`config.mk`:
```
export PLATFORM = sky130hd
export DESIGN_NAME = dma_dst_chan
export DESIGN_NICKNAME = d
export VERILOG_FILES = /design/src/rtl/dma_dst_pkg.sv /design/src/rtl/dma_dst_addr.sv /design/src/rtl/dma_xfer_cnt.sv /design/src/rtl/dma_dst_chan.sv
export SDC_FILE = /design/constraint.sdc
export NUM_CORES = 1
export LEC_CHECK = 0
export BUFFER_PORTS_ARGS = -buffer_cell sky130_fd_sc_hd__buf_4
export CAP_MARGIN = 40
export CELL_PAD_IN_SITES_DETAIL_PLACEMENT = 1
export CELL_PAD_IN_SITES_GLOBAL_PLACEMENT = 2
export CORE_MARGIN = 3
export CORE_UTILIZATION = 33
export DETAILED_ROUTE_END_ITERATION = 6
export PLACE_DENSITY = 0.92
export RECOVER_POWER = 100
export SLEW_MARGIN = 10
export SYNTH_ARGS = -nofsm -noshare
export SYNTH_HDL_FRONTEND = slang
export SYNTH_SLANG_ARGS = --single-unit
```
`constraint.sdc`:
```
create_clock -name clk -period 5.8 [get_ports clk]
set_input_delay 1.74 -clock clk [delete_from_list [all_inputs] [get_ports clk]]
set_output_delay 1.74 -clock clk [all_outputs]
set_load 0.05 [all_outputs]
```
`src/rtl/dma_dst_pkg.sv`:
```
package dma_dst_pkg;
  typedef enum logic [1:0] {
    DIR_FIXED = 2'd0,
    DIR_INC   = 2'd1,
    DIR_DEC   = 2'd2,
    DIR_HOLD  = 2'd3
  } addr_dir_e;

  // step in bytes for a size code: byte, word, longword, longword
  function automatic logic [2:0] step_of(input logic [1:0] size);
    case (size)
      2'd0:    step_of = 3'd1;
      2'd1:    step_of = 3'd2;
      default: step_of = 3'd4;
    endcase
  endfunction
endpackage

```
`src/rtl/dma_dst_addr.sv`:
```
module dma_dst_addr
  import dma_dst_pkg::*;
#(
  parameter int AW = 24
) (
  input  logic          clk,
  input  logic          ld_en,
  input  logic [AW-1:0] ld_val,
  input  logic          upd_en,
  input  logic [1:0]    size,
  input  logic [1:0]    dir,
  output logic [AW-1:0] addr
);
  logic [AW-1:0] addr_q, addr_d, step_w;
  logic          en;

  assign step_w = AW'(step_of(size));

  always_comb begin
    addr_d = addr_q;
    if (ld_en) begin
      addr_d = ld_val;
    end else if (upd_en) begin
      case (addr_dir_e'(dir))
        DIR_INC: addr_d = addr_q + step_w;
        DIR_DEC: addr_d = addr_q - step_w;
        default: addr_d = addr_q;
      endcase
    end
  end

  assign en = ld_en | upd_en;

  // address holds no reset value: software must load it before use
  always_ff @(posedge clk) begin
    if (en) addr_q <= addr_d;
  end

  assign addr = addr_q;
endmodule

```
`src/rtl/dma_xfer_cnt.sv`:
```
module dma_xfer_cnt #(
  parameter int CW = 24
) (
  input  logic          clk,
  input  logic          rst_n,
  input  logic          ld_en,
  input  logic [CW-1:0] ld_val,
  input  logic          go,
  input  logic          done,
  output logic [CW-1:0] count,
  output logic          active,
  output logic          end_pulse
);
  logic [CW-1:0] cnt_q, cnt_d;
  logic          act_q, act_d, end_q, end_d;
  logic          dec_hit, last_hit, cnt_en;

  assign dec_hit  = act_q && done && (cnt_q != '0);
  assign last_hit = dec_hit && (cnt_q == CW'(1));
  assign cnt_en   = ld_en | dec_hit;

  always_comb begin
    cnt_d = cnt_q;
    if (ld_en)        cnt_d = ld_val;
    else if (dec_hit) cnt_d = cnt_q - CW'(1);
  end

  always_comb begin
    act_d = act_q;
    if (!act_q && go) act_d = 1'b1;
    else if (last_hit) act_d = 1'b0;
    end_d = last_hit;
  end

  always_ff @(posedge clk or negedge rst_n) begin
    if (!rst_n) begin
      cnt_q <= '0;
    end else if (cnt_en) begin
      cnt_q <= cnt_d;
    end
  end

  always_ff @(posedge clk or negedge rst_n) begin
    if (!rst_n) begin
      act_q <= 1'b0;
      end_q <= 1'b0;
    end else begin
      act_q <= act_d;
      end_q <= end_d;
    end
  end

  assign count     = cnt_q;
  assign active    = act_q;
  assign end_pulse = end_q;
endmodule

```
`src/rtl/dma_dst_chan.sv`:
```
module dma_dst_chan #(
  parameter int AW = 24,
  parameter int DW = 32
) (
  input  logic          clk,
  input  logic          rst_n,
  input  logic          cpu_wr_en,
  input  logic          cpu_sel,
  input  logic [DW-1:0] cpu_wdata,
  output logic [DW-1:0] cpu_rdata,
  input  logic          go,
  input  logic          xfer_done,
  input  logic [1:0]    xfer_size,
  input  logic [1:0]    addr_dir,
  input  logic          dack_mode,
  output logic [AW-1:0] dst_addr,
  output logic          dst_addr_vld,
  output logic [AW-1:0] remain_cnt,
  output logic          chan_active,
  output logic          xfer_end_irq
);
  localparam int PAD = DW - AW;

  logic [1:0] rst_sync_q;
  logic       rst_int_n;
  logic       wr_addr, wr_cnt, addr_upd;

  // asynchronous assert, synchronous release
  always_ff @(posedge clk or negedge rst_n) begin
    if (!rst_n) rst_sync_q <= 2'b00;
    else        rst_sync_q <= {rst_sync_q[0], 1'b1};
  end
  assign rst_int_n = rst_sync_q[1];

  assign wr_addr  = cpu_wr_en && !cpu_sel && !chan_active;
  assign wr_cnt   = cpu_wr_en &&  cpu_sel && !chan_active;
  assign addr_upd = chan_active && xfer_done && !dack_mode;

  dma_dst_addr #(.AW(AW)) u_addr (
    .clk    (clk),
    .ld_en  (wr_addr),
    .ld_val (cpu_wdata[AW-1:0]),
    .upd_en (addr_upd),
    .size   (xfer_size),
    .dir    (addr_dir),
    .addr   (dst_addr)
  );

  dma_xfer_cnt #(.CW(AW)) u_cnt (
    .clk       (clk),
    .rst_n     (rst_int_n),
    .ld_en     (wr_cnt),
    .ld_val    (cpu_wdata[AW-1:0]),
    .go        (go),
    .done      (xfer_done),
    .count     (remain_cnt),
    .active    (chan_active),
    .end_pulse (xfer_end_irq)
  );

  assign dst_addr_vld = chan_active && !dack_mode;
  assign cpu_rdata    = cpu_sel ? {{PAD{1'b0}}, remain_cnt}
                                : {{PAD{1'b0}}, dst_addr};
endmodule

```
# After elaboration in Yosys (flattened, before gate mapping)
# Cells that the tools add are included.
[totals] register_bits=52 input_bits=43 out_inout_bits=83 wordCells=44
[classes] addsub=3 n_eq_ne=4 n_mux=9 bitwise=2 n_reduce_logical=21
[op_table] op="24-bit two-way mux" count=5
[op_table] op="24-bit one-hot mux with 2 select lines" count=1
[op_table] op="24-bit by 3-bit adder with 24-bit output" count=1
[op_table] op="24-bit by 1-bit equality test with 1-bit output, second input constant" count=1
[op_table] op="24-bit nonzero test" count=1
[op_table] op="24-bit by 1-bit subtractor with 24-bit output, second input constant" count=1
[op_table] op="24-bit by 3-bit subtractor with 24-bit output" count=1
[op_table] op="1-bit logical AND" count=10
[op_table] op="3-bit one-hot mux with 2 select lines" count=1
[op_table] op="2-bit nonzero test" count=3
[op_table] op="2-bit by 1-bit equality test with 1-bit output, second input constant" count=2
[op_table] op="1-bit logical NOT" count=3
[op_table] op="3-bit AND reduction" count=1
[op_table] op="3-bit nonzero test" count=1
[op_table] op="2-bit equality test, second input constant" count=1
[op_table] op="2-bit logical NOT" count=1
[op_table] op="1-bit two-way mux" count=2
[op_table] op="1-bit bitwise OR" count=2
[op_table] op="2-bit AND reduction" count=1

# Longest topological paths before layout
# Gate-level depths: netlist (run 1).
[depth] ltp_word=6 ltp_mapped=11 depth_no_buf=11

# Hierarchy
# From an unflattened synthesis (run 1), not the netlist that was laid out.
[hier_totals] hier_cells=500 area_unflattened_um2=4675.7
[by_module_without_submodules] mod="dma_dst_addr" instances=1 cells_each=270 area_each_um2=2371.0 seq_area_each_um2=720.7
[by_module_without_submodules] mod="dma_xfer_cnt" instances=1 cells_each=187 area_each_um2=1766.7 seq_area_each_um2=650.6
[by_module_without_submodules] mod="dma_dst_chan" instances=1 cells_each=43 area_each_um2=538.0 seq_area_each_um2=50.0

# Least setup slack after synthesis (run 1)
# Ideal clock, no wire load.
[synth_path] path_kind="input to output" startpoint="in cpu_sel" endpoint="out cpu_rdata[0]" t_arrival_ns=3.310 required_time_ns=4.060 slack_ns=0.750 cell_stages=3 n_path_buf=2 cell_sequence="clkbuf_1 > buf_1 > o21ai_0"
[synth_via] elab_chain_len=1
[synth_rtl] element="from (decl)" line_no="dma_dst_chan.sv:8" rtl="input logic cpu_sel,"
[synth_rtl] element="24-bit two-way mux" line_no="dma_dst_chan.sv:62" rtl="assign cpu_rdata = cpu_sel ? {{PAD{1'b0}}, remain_cnt}"
[synth_rtl] element="to (decl)" line_no="dma_dst_chan.sv:10" rtl="output logic [DW-1:0] cpu_rdata,"
# Every way passes these cells.

# Final worst setup path (run 1)
[layout_path] startpoint="in cpu_sel" endpoint="out cpu_rdata[13]"
# Same word-level chain as after synthesis.

==> tab_implementation.tex, run 1 <==
\begin{tabular}{lr}
\hline
Metric & Value \\
\hline
\multicolumn{2}{l}{\textbf{STA}} \\
Worst Hold Slack & 0.359 ns \\
Skew final & $\sim$0.0033 ns \\
Highest Clock Rate & 205 MHz \\
Period minus WS final & about 5 ns \\
Final-report hold violation count & 0 \\
Setup TNS & 0 ns \\
Worst-Margin Slew & 1.67 ns \\
Setup Viol. Count Final & 0 \\
Worst slew margin relative to its limit & -12.0\% \\
Slew Limit Fails & 42 \\
Share of the clock period used by the worst path after layout & 84.2\% \\
Setup repair after global routing missed its margin & false \\
\multicolumn{2}{l}{\textbf{Setup path}} \\
Type of destination of the critical path & output pin \\
CP max stage delay & approximately 0.61 ns \\
Critical path fanouts, max & 28 \\
Crit Path Category & input port to output pin \\
Worst-path cell with the longest stage delay & sky130\_fd\_sc\_hd\_\_clkbuf\_2 \\
Req. time, crit path & 4.06 ns \\
Arrival time of the worst setup path & 3.14 ns \\
Worst path cell trace & clkbuf\_2 -> mux2\_2 -> clkbuf\_1 \\
Type of origin of the critical path & input port \\
Delay-heaviest family, CP & buffers and inverters \\
CP bufs+invs & 2 \\
\multicolumn{2}{l}{\textbf{Global routing}} \\
Wire length of the first global-routing pass & 23800 microns \\
Antenna violations before repair & 0 \\
Total overflow reported by the global router & 0 \\
Combined global-route utilization of all metal layers & 20.4\% \\
Maximum number of pins on one net before global-route repair & between 40 and 50 \\
Number of global-route vias before repair & between 4000 and 5000 \\
\multicolumn{2}{l}{\textbf{Cells and area}} \\
Syn-to-layout area delta & 17.4\% \\
Total inserted antenna cells & 0 \\
Finished layout cell area & 5030 sq um \\
Share of post-route cells with drive strength above 1 & 12.1\% \\
Layout net count & 659 \\
\multicolumn{2}{l}{\textbf{Clock network}} \\
CTS sink cnt & 52 \\
Quantity of gates resized following cts & 0 \\
Hold-fix buffer count after cts & 0 \\
Number of setup buffers added after CTS & 0 \\
CTS tree & yes \\
H-Tree Level Count & 2 \\
Number of clock buffers inserted by TritonCTS & 5 \\
Reg clk slew, reported paths & approximately 0.07 ns \\
Clk Latency, worst-skew pair & 0.29 ns \\
Buffer cell driving the clock tree root & sky130\_fd\_sc\_hd\_\_clkbuf\_16 \\
Max clock buf depth & 2 \\
\multicolumn{2}{l}{\textbf{Run status}} \\
Violated checks & max-capacitance violations, max-slew violations \\
Status & finished, violations left \\
\multicolumn{2}{l}{\textbf{Detailed routing}} \\
Total via count after detailed routing & 4142 \\
Vias per cell & 5.48 \\
Number of detailed-route iterations in the first pass & 4 \\
Sum of routed wire length over all layers & 14800 microns \\
DRC violations left & 0 \\
DRT antenna net count & 0 \\
First-iteration detailed-routing DRC count & roughly 170 \\
Wirelength per Cell & 19.6 microns \\
\multicolumn{2}{l}{\textbf{Min path}} \\
Worst Hold Class & flop to flop \\
\multicolumn{2}{l}{\textbf{Floorplanning}} \\
Total Die Area & 14400 sq um \\
Standard-cell row count & 40 \\
Die width & 120 microns \\
Placeable core region & about 12000 sq um \\
Height of the chip & 120 microns \\
IO Pins & 126 \\
Initial standard-cell utilization of the core & 34.7\% \\
\multicolumn{2}{l}{\textbf{Yosys}} \\
Warning count from the yosys run & 0 \\
Area share of the largest cell type after synthesis & 16.8\% \\
Proportion of synthesized flip-flops having asynchronous set or reset & 53.8\% \\
Count of cell types in the netlist & 60 \\
Mapped cell area & 4290 sq um \\
Flop and latch count out of synthesis & 52 \\
Count of flip-flops with a built-in enable after synthesis & 24 \\
Area leader, netlist & sky130\_fd\_sc\_hd\_\_edfxtp\_1 \\
Syn Inst Count & 490 \\
Main flop type after synthesis & sky130\_fd\_sc\_hd\_\_dfrtp\_1 \\
Sequential area share after synthesis & between 30\% and 40\% \\
Synth top area cells & sky130\_fd\_sc\_hd\_\_edfxtp\_1 17\%, sky130\_fd\_sc\_hd\_\_dfrtp\_1 16\%, sky130\_fd\_sc\_hd\_\_ha\_1 8.2\% \\
Syn avg cell area & 8.75 sq um \\
\multicolumn{2}{l}{\textbf{Power and ir drop}} \\
Overall power & 1.76 mW \\
Static leakage power & 2.00 nW \\
Power density relative to cell area & 349 nW/um\^{}2 \\
Maximum ir drop on the vdd rail & 0.131 mV \\
\multicolumn{2}{l}{\textbf{Place}} \\
Buffers added on ports & 109 \\
Post-place instance area & 5230 sq um \\
HPWL reported at the end of detailed placement & 11300 microns \\
Routability cong. & 0.845 \\
\multicolumn{2}{l}{\textbf{Run}} \\
Number of max-cap violations & 2 \\
\hline
\end{tabular}
[flip-flops by register name, summed over array words and instances (netlist names)]
signal and flops:
u_cnt.active 1, u_addr.addr 24, u_cnt.count 24, u_cnt.end_pulse 1, rst_sync_q 2
[power breakdown]
part / total [mW] / leakage (nW) / switching [mW] / internal [mW]
sequential: 0.578 / 0.558 / 0.116 / 0.462
combinational: 0.869 / 1.37 / 0.634 / 0.235
clock: 0.311 / 0.0712 / 0.138 / 0.173
[routing by layer]
layer / share of wire, % / track usage, %
met1: 45 / 27.1
met2: 48 / 34.4
met4: 2.7 / 6.59
met5: 0 / 0
met3: 3.9 / 2.40
[layout make-up]
class	count	area (sq um)
fill	1544	7330
timing repair buffer	114	562
tap	168	210
multi-input combinational	399	2640
inverter	15	56.3
sequential	52	1420
clock buffer	8	146
[kinds of logic (layout without fill, tap and decap cells)]
family                   count (synthesis)  after routing  share of synthesized area [%]
adder cells (fa/ha/maj)                 29             29                           8.64
multiplexers                            30             30                           7.85
AO/OA/AOI/OAI                          125            125                           17.8
buffers and inverters                   46            137                           4.91
flip-flops                              52             52                           33.2
XOR/XNOR                                34             34                           6.95
AND/OR/NAND/NOR                        172            172                           20.6
other                                    2              9                          0.175
[through the flow]
step                      std cells  setup WS, ns  utilization [%]
after floorplan                 497         0.750                -
after global placement          748         0.839             42.3
after detailed placement        748         0.787             42.3
after CTS                       756          1.08             43.5
after global routing            756         0.819             40.7
final                           756         0.917             40.7
[cell usage in the layout, fill, tap and decap left out, types with 9 or more instances in the layout]
master	synthesis	layout
sky130_fd_sc_hd__ha_1	28	28
sky130_fd_sc_hd__xor2_1	19	19
sky130_fd_sc_hd__buf_4	8	33
sky130_fd_sc_hd__clkbuf_1	21	79
sky130_fd_sc_hd__inv_1	15	15
sky130_fd_sc_hd__o21ai_0	18	18
sky130_fd_sc_hd__a21oi_1	58	58
sky130_fd_sc_hd__xnor2_1	15	15
sky130_fd_sc_hd__nor3_1	10	10
sky130_fd_sc_hd__mux2_2	25	22
sky130_fd_sc_hd__nand2_1	41	41
sky130_fd_sc_hd__nor2_1	58	58
sky130_fd_sc_hd__dfrtp_1	28	28
sky130_fd_sc_hd__nand3_1	9	9
sky130_fd_sc_hd__conb_1	2	9
sky130_fd_sc_hd__edfxtp_1	24	24
[worst paths after layout]
check / cells after the start / slack [ns] / to / start
max: 3 / 0.92 / cpu_rdata[13] / cpu_sel
min: 0 / 0.36 / rst_sync_q[1]$_DFF_PN0_ / rst_sync_q[0]$_DFF_PN0_
max reg2reg: 6 / 2.11 / u_cnt.count[7]$_DFFE_PN0P_ / u_cnt.count[16]$_DFFE_PN0P_
min reg2reg: 0 / 0.36 / rst_sync_q[1]$_DFF_PN0_ / rst_sync_q[0]$_DFF_PN0_
max in group asynchronous: 1 / 4.15 / u_cnt.count[16]$_DFFE_PN0P_ / rst_sync_q[1]$_DFF_PN0_
min in group asynchronous: 1 / 0.73 / u_cnt.count[1]$_DFFE_PN0P_ / rst_sync_q[1]$_DFF_PN0_
[cells in the mapped netlist (all sizes together) (8+ instances only)]
library cell  count
inv              15
edfxtp           24
a21oi            58
dfrtp            28
nor4              8
nand3             9
mux2             26
clkbuf           21
nor2             59
buf              10
xnor2            15
nand2            41
nor3             10
o21ai            18
ha               28
xor2             19
(Power assumes the default switching activity.)
==> inputs of run 2 (changes only) <==
--- a/config.mk
+++ b/config.mk
@@ -10,9 +10,9 @@
 export CELL_PAD_IN_SITES_DETAIL_PLACEMENT = 1
 export CELL_PAD_IN_SITES_GLOBAL_PLACEMENT = 2
 export CORE_MARGIN = 3
-export CORE_UTILIZATION = 33
+export CORE_UTILIZATION = 28
 export DETAILED_ROUTE_END_ITERATION = 6
-export PLACE_DENSITY = 0.92
+export PLACE_DENSITY = 0.84
 export RECOVER_POWER = 100
 export SLEW_MARGIN = 10
 export SYNTH_ARGS = -nofsm -noshare
==> constraint.sdc (replaced) <==
create_clock -name clk -period 4.1 [get_ports clk]
set_input_delay 1.23 -clock clk [delete_from_list [all_inputs] [get_ports clk]]
set_output_delay 1.23 -clock clk [all_outputs]
set_load 0.05 [all_outputs]
==> tab_implementation.tex, run 2 (synthesis results as in run 1) <==
\begin{tabular}{lr}
\hline
Metric & Value \\
\hline
\multicolumn{2}{l}{\textbf{Run status}} \\
Status & finished, violations left \\
Violated checks & max-capacitance violations, max-slew violations \\
\multicolumn{2}{l}{\textbf{Clock network}} \\
Buffer cell driving the clock tree root & sky130\_fd\_sc\_hd\_\_clkbuf\_16 \\
Max clock buf depth & 2 \\
Hold-fix buffer count after cts & 0 \\
CTS sink cnt & 52 \\
CTS tree & yes \\
Number of setup buffers added after CTS & 0 \\
Clk Latency, worst-skew pair & 0.30 ns \\
H-Tree Level Count & 2 \\
Reg clk slew, reported paths & 0.07 ns \\
Number of clock buffers inserted by TritonCTS & 5 \\
\multicolumn{2}{l}{\textbf{Detailed routing}} \\
Vias per cell & 5.31 \\
DRC violations left & 0 \\
DRT antenna net count & 0 \\
Sum of routed wire length over all layers & between 15000 and 20000 microns \\
First-iteration detailed-routing DRC count & 171 \\
Total via count after detailed routing & 4193 \\
Wirelength per Cell & 19.8 microns \\
Number of detailed-route iterations in the first pass & 4 \\
\multicolumn{2}{l}{\textbf{STA}} \\
Setup Viol. Count Final & 0 \\
Slew Limit Fails & 27 \\
Setup repair after global routing missed its margin & false \\
Worst-Margin Slew & 1.66 ns \\
Highest Clock Rate & 253 MHz \\
Setup TNS & 0 ns \\
Worst slew margin relative to its limit & -10.6\% \\
Skew final & between 0.005 and 0.006 ns \\
Final-report hold violation count & 0 \\
Period minus WS final & just under 4 ns \\
Share of the clock period used by the worst path after layout & a little over nine tenths \\
\multicolumn{2}{l}{\textbf{Place}} \\
Post-place instance area & 5380 sq um \\
Buffers added on ports & 109 \\
Routability cong. & 0.884 \\
HPWL reported at the end of detailed placement & 12000 microns \\
Placed insts & 781 \\
\multicolumn{2}{l}{\textbf{Cells and area}} \\
Layout net count & 676 \\
Commonest cells after routing, fill and taps aside & 58 x sky130\_fd\_sc\_hd\_\_nor2\_1, 58 x sky130\_fd\_sc\_hd\_\_clkbuf\_1, 57 x sky130\_fd\_sc\_hd\_\_a21oi\_1 \\
Total inserted antenna cells & 0 \\
Non-Filler Instances & a little under 800 \\
Fill count & around 1800 \\
Syn-to-layout area delta & 21.8\% \\
Share of post-route cells with drive strength above 1 & 19.2\% \\
End-of-flow core utilization & a little over a third \\
Finished layout cell area & 5220 sq um \\
\multicolumn{2}{l}{\textbf{Power and ir drop}} \\
Power density relative to cell area & 481 nW/um\^{}2 \\
Static leakage power & between 2 and 2.5 nW \\
Maximum ir drop on the vdd rail & 0.163 mV \\
Overall power & around 2.5 mW \\
\multicolumn{2}{l}{\textbf{Floorplanning}} \\
Placeable core region & roughly 15000 sq um \\
Die width & 130 microns \\
Total Die Area & 16800 sq um \\
Height of the chip & between 100 and 150 microns \\
Initial standard-cell utilization of the core & $\sim$29\% \\
Standard-cell row count & 44 \\
IO Pins & 126 \\
\multicolumn{2}{l}{\textbf{Global routing}} \\
Antenna violations before repair & 0 \\
Number of global-route vias before repair & 4442 \\
Wire length of the first global-routing pass & 24600 microns \\
Maximum number of pins on one net before global-route repair & 47 \\
Combined global-route utilization of all metal layers & a little under a fifth \\
Total overflow reported by the global router & 0 \\
\multicolumn{2}{l}{\textbf{Setup path}} \\
Critical path fanouts, max & 3 \\
Type of destination of the critical path & flop \\
Crit Path Category & input port to flop \\
Req. time, crit path & 4.23 ns \\
Type of origin of the critical path & input port \\
Arrival time of the worst setup path & between 4 and 5 ns \\
\multicolumn{2}{l}{\textbf{Run}} \\
Number of max-cap violations & 1 \\
\multicolumn{2}{l}{\textbf{Min path}} \\
Worst Hold Class & flop to flop \\
\hline
\end{tabular}
==> run 2: cell types whose count changed in the layout (fill, tap and decap cells not counted), sizes merged <==
cell    previous run  this run
buf               33        48
clkinv             0         1
clkbuf            89        90
==> run 2: stage by stage <==
stage	hold slack [ns]	setup slack, ns
3_3_place_gp	0.273	-0.244
3_5_place_dp	0.282	-0.326
4_1_cts	0.285	0.0423
6_report	0.365	0.151
2_1_floorplan	0.331	0.0697
5_1_grt	0.371	0.0150
==> run 2: worst paths after layout <==
kind	start	to	slack (ns)	depth (start not counted)
max	xfer_size[1]	u_addr.addr[22]$_DFFE_PP_	0.15	12
min	rst_sync_q[0]$_DFF_PN0_	rst_sync_q[1]$_DFF_PN0_	0.36	0
max reg2reg	u_cnt.count[16]$_DFFE_PN0P_	u_cnt.count[1]$_DFFE_PN0P_	0.40	7
min reg2reg	rst_sync_q[0]$_DFF_PN0_	rst_sync_q[1]$_DFF_PN0_	0.36	0
max in group asynchronous	rst_sync_q[1]$_DFF_PN0_	u_cnt.count[14]$_DFFE_PN0P_	2.38	1
min in group asynchronous	rst_n	rst_sync_q[1]$_DFF_PN0_	0.70	1
==> run 2: cell type report <==
type	count	area, sq um	share of cell area [%]
Clock buffer	7	133	2.54
Sequential cell	52	1420	27.2
Tap cell	184	230	4.41
Inverter	15	56.3	1.08
Timing Repair Buffer	131	713	13.7
Clock inverter	1	3.75	0.0719
Multi-Input combinational cell	399	2660	51.0
==> run 2: timing repair <==
item	CTS	global route
setup endpoints to repair	1	5
pin swaps	0	2
gates resized for setup	1	4
==> run 2: worst max-delay path: stages <==
cell and delay (ns):
sky130_fd_sc_hd__clkbuf_4 0.11, sky130_fd_sc_hd__or2_2 0.30, sky130_fd_sc_hd__ha_1 0.28, sky130_fd_sc_hd__inv_1 0.04, sky130_fd_sc_hd__mux2_2 0.29, sky130_fd_sc_hd__fa_2 0.38, sky130_fd_sc_hd__a21o_1 0.24, sky130_fd_sc_hd__a221o_1 0.35
sky130_fd_sc_hd__a21oi_2 0.18, sky130_fd_sc_hd__a211oi_1 0.15, sky130_fd_sc_hd__o31a_1 0.32, sky130_fd_sc_hd__o31ai_1 0.21
==> run 2: routing by layer <==
layer / GRT usage [%] / wire length, microns / vias up
li1: - / - / 1996
met1: 24.8 / 7040 / 2095
met2: 31.5 / 7770 / 82
met3: 1.84 / 483 / 20
met4: 5.13 / 323 / 0
met5: 0 / 0 / -
==> run 2: where the power goes <==
part | total (mW) | switching [mW] | internal [mW]
clock network | 0.428 | 0.202 | 0.226
registers | 0.816 | 0.163 | 0.653
logic | 1.27 | 0.908 | 0.359
==> inputs of run 3 (changes only) <==
--- a/config.mk
+++ b/config.mk
@@ -5,14 +5,14 @@
 export SDC_FILE = /design/constraint.sdc
 export NUM_CORES = 1
 export LEC_CHECK = 0
-export BUFFER_PORTS_ARGS = -buffer_cell sky130_fd_sc_hd__buf_4
 export CAP_MARGIN = 40
 export CELL_PAD_IN_SITES_DETAIL_PLACEMENT = 1
 export CELL_PAD_IN_SITES_GLOBAL_PLACEMENT = 2
 export CORE_MARGIN = 3
-export CORE_UTILIZATION = 28
+export CORE_UTILIZATION = 40
 export DETAILED_ROUTE_END_ITERATION = 6
-export PLACE_DENSITY = 0.84
+export DONT_BUFFER_PORTS = 1
+export PLACE_DENSITY = 0.91
 export RECOVER_POWER = 100
 export SLEW_MARGIN = 10
 export SYNTH_ARGS = -nofsm -noshare
==> constraint.sdc (replaced) <==
create_clock -name clk -period 4.9 [get_ports clk]
set_input_delay 1.47 -clock clk [delete_from_list [all_inputs] [get_ports clk]]
set_output_delay 1.47 -clock clk [all_outputs]
set_load 0.05 [all_outputs]
==> tab_implementation.tex, run 3 (synthesis results as in run 1) <==
\begin{tabular}{lr}
\hline
Metric & Value \\
\hline
\multicolumn{2}{l}{\textbf{Floorplanning}} \\
Initial standard-cell utilization of the core & roughly two fifths \\
IO Pins & 126 \\
Standard-cell row count & 37 \\
Height of the chip & 110 microns \\
Placeable core region & 10400 sq um \\
Die width & 110 microns \\
Total Die Area & about 12000 sq um \\
\multicolumn{2}{l}{\textbf{Detailed routing}} \\
Sum of routed wire length over all layers & 13800 microns \\
Total via count after detailed routing & about 3800 \\
DRT antenna net count & 0 \\
Wirelength per Cell & 22.4 microns \\
Vias per cell & 6.08 \\
First-iteration detailed-routing DRC count & 197 \\
Number of detailed-route iterations in the first pass & 4 \\
DRC violations left & 0 \\
\multicolumn{2}{l}{\textbf{STA}} \\
Setup repair after global routing missed its margin & false \\
Slew Limit Fails & 42 \\
Final-report hold violation count & 0 \\
Worst Slack Setup Final & 0.503 ns \\
Worst-Margin Slew & 1.60 ns \\
Setup Viol. Count Final & 0 \\
Highest Clock Rate & 227 MHz \\
Share of the clock period used by the worst path after layout & 89.7\% \\
Period minus WS final & between 4 and 5 ns \\
Setup TNS & 0 ns \\
Worst slew margin relative to its limit & -6.98\% \\
Skew final & 0.0114 ns \\
\multicolumn{2}{l}{\textbf{Setup path}} \\
Type of origin of the critical path & input port \\
Worst-case reg-to-reg path depth & 6 \\
Destination of the worst register-to-register timing path & u\_cnt.count[1]\$\_DFFE\_PN0P\_ \\
Worst path cell trace & or2\_2 -> ha\_1 -> inv\_1 -> mux2\_1 -> fa\_1 -> a21o\_1 -> a221o\_1 -> a21oi\_1 -> a211oi\_1 -> o31a\_1 -> o31ai\_1 \\
Req. time, crit path & 5.04 ns \\
Launching instance or port of the critical path & xfer\_size[1] \\
Arrival time of the worst setup path & 4.53 ns \\
Launching point of the worst reg2reg path & u\_cnt.count[16]\$\_DFFE\_PN0P\_ \\
Type of destination of the critical path & flop \\
Critical path fanouts, max & 3 \\
Worst reg-to-reg setup slack & between 1 and 1.5 ns \\
Worst-path cell with the longest stage delay & sky130\_fd\_sc\_hd\_\_fa\_1 \\
CP max stage delay & 0.45 ns \\
CP bufs+invs & 1 \\
Crit Path Category & input port to flop \\
Delay-heaviest family, CP & compound AO/OA/AOI/OAI gates \\
\multicolumn{2}{l}{\textbf{Cells and area}} \\
End-of-flow core utilization & 43.1\% \\
Layout net count & 552 \\
Commonest cells after routing, fill and taps aside & 58 x sky130\_fd\_sc\_hd\_\_a21oi\_1, 58 x sky130\_fd\_sc\_hd\_\_nor2\_1, 41 x sky130\_fd\_sc\_hd\_\_nand2\_1 \\
Syn-to-layout area delta & 4.41\% \\
Non-Filler Instances & 617 \\
Total inserted antenna cells & 0 \\
Share of post-route cells with drive strength above 1 & 3.74\% \\
\multicolumn{2}{l}{\textbf{Power and ir drop}} \\
Power density relative to cell area & 440 nW/um\^{}2 \\
Static leakage power & between 1.5 and 2 nW \\
Maximum ir drop on the vdd rail & 0.196 mV \\
Overall power & 1.97 mW \\
\multicolumn{2}{l}{\textbf{Place}} \\
Placed insts & 609 \\
Buffers added on ports & 0 \\
Routability cong. & 0.888 \\
Setup slack at placement & roughly 0.28 ns \\
HPWL reported at the end of detailed placement & 10500 microns \\
\multicolumn{2}{l}{\textbf{Clock network}} \\
Number of setup buffers added after CTS & 0 \\
Clk Latency, worst-skew pair & approximately 0.32 ns \\
Buffer cell driving the clock tree root & sky130\_fd\_sc\_hd\_\_clkbuf\_8 \\
Quantity of gates resized following cts & 0 \\
H-Tree Level Count & 2 \\
Reg clk slew, reported paths & 0.11 ns \\
Max clock buf depth & 2 \\
Hold-fix buffer count after cts & 0 \\
CTS sink cnt & 52 \\
CTS tree & yes \\
Number of clock buffers inserted by TritonCTS & 5 \\
\multicolumn{2}{l}{\textbf{Run}} \\
Number of max-cap violations & 2 \\
\multicolumn{2}{l}{\textbf{Run status}} \\
Status & finished, violations left \\
Violated checks & max-capacitance violations, max-slew violations \\
\multicolumn{2}{l}{\textbf{Min path}} \\
Beginning of the worst hold path & rst\_sync\_q[0]\$\_DFF\_PN0\_ \\
Worst Hold Class & flop to flop \\
End of the worst hold path & rst\_sync\_q[1]\$\_DFF\_PN0\_ \\
Instance count along the most critical hold path & 0 \\
\multicolumn{2}{l}{\textbf{Global routing}} \\
Number of global-route vias before repair & 3933 \\
Wire length of the first global-routing pass & between 20000 and 25000 microns \\
Total overflow reported by the global router & 0 \\
Antenna violations before repair & 0 \\
Maximum number of pins on one net before global-route repair & 48 \\
Combined global-route utilization of all metal layers & around 23\% \\
\hline
\end{tabular}
run 3: cell count changes in the layout (fill, tap and decap cells not counted), sizes merged:
cell / delta
buf: -46
clkinv: -1
bufinv: +1
clkbuf: -79
clkdlybuf4s15: +1
run 3: how the worst max path moves through the flow:
| stage | to | slack (ns) | cells after the start |
|---|---|---|---|
| floorplan | cpu_rdata[0] | 0.39 | 3 |
| global placement | u_addr.addr[22]$_DFFE_PP_ | 0.39 | 11 |
| detailed placement | u_addr.addr[22]$_DFFE_PP_ | 0.28 | 11 |
| CTS | u_addr.addr[22]$_DFFE_PP_ | 0.62 | 11 |
| global route | u_addr.addr[22]$_DFFE_PP_ | 0.31 | 11 |
| finish | u_addr.addr[22]$_DFFE_PP_ | 0.50 | 11 |
run 3: per-layer routing:
metal / routed length (microns) / GRT usage, %
met5: 0 / 0
met4: 297 / 7.21
met3: 982 / 5.64
met2: 6770 / 39.3
met1: 5760 / 28.9
run 3: cell type report:
class,count,area [sq um]
well taps,136,170
clock inverters,1,30.0
clock buffers,7,119
inverters,15,56.3
multi-input cells,399,2640
flip-flops and latches,52,1420
fillers,1270,5900
repair buffers,7,41.3
run 3: per-stage QoR:
step | hold WS, ns | cell area [sq um]
CTS | 0.277 | 4540
finish | 0.376 | 4470
global route | 0.385 | 4470
floorplan | 0.331 | 4310
detailed placement | 0.262 | 4390
global placement | 0.260 | 4380
run 3: power breakdown:
part,switching [mW],internal [mW]
sequential,0.433,0.540
clock,0.161,0.215
combinational,0.411,0.211
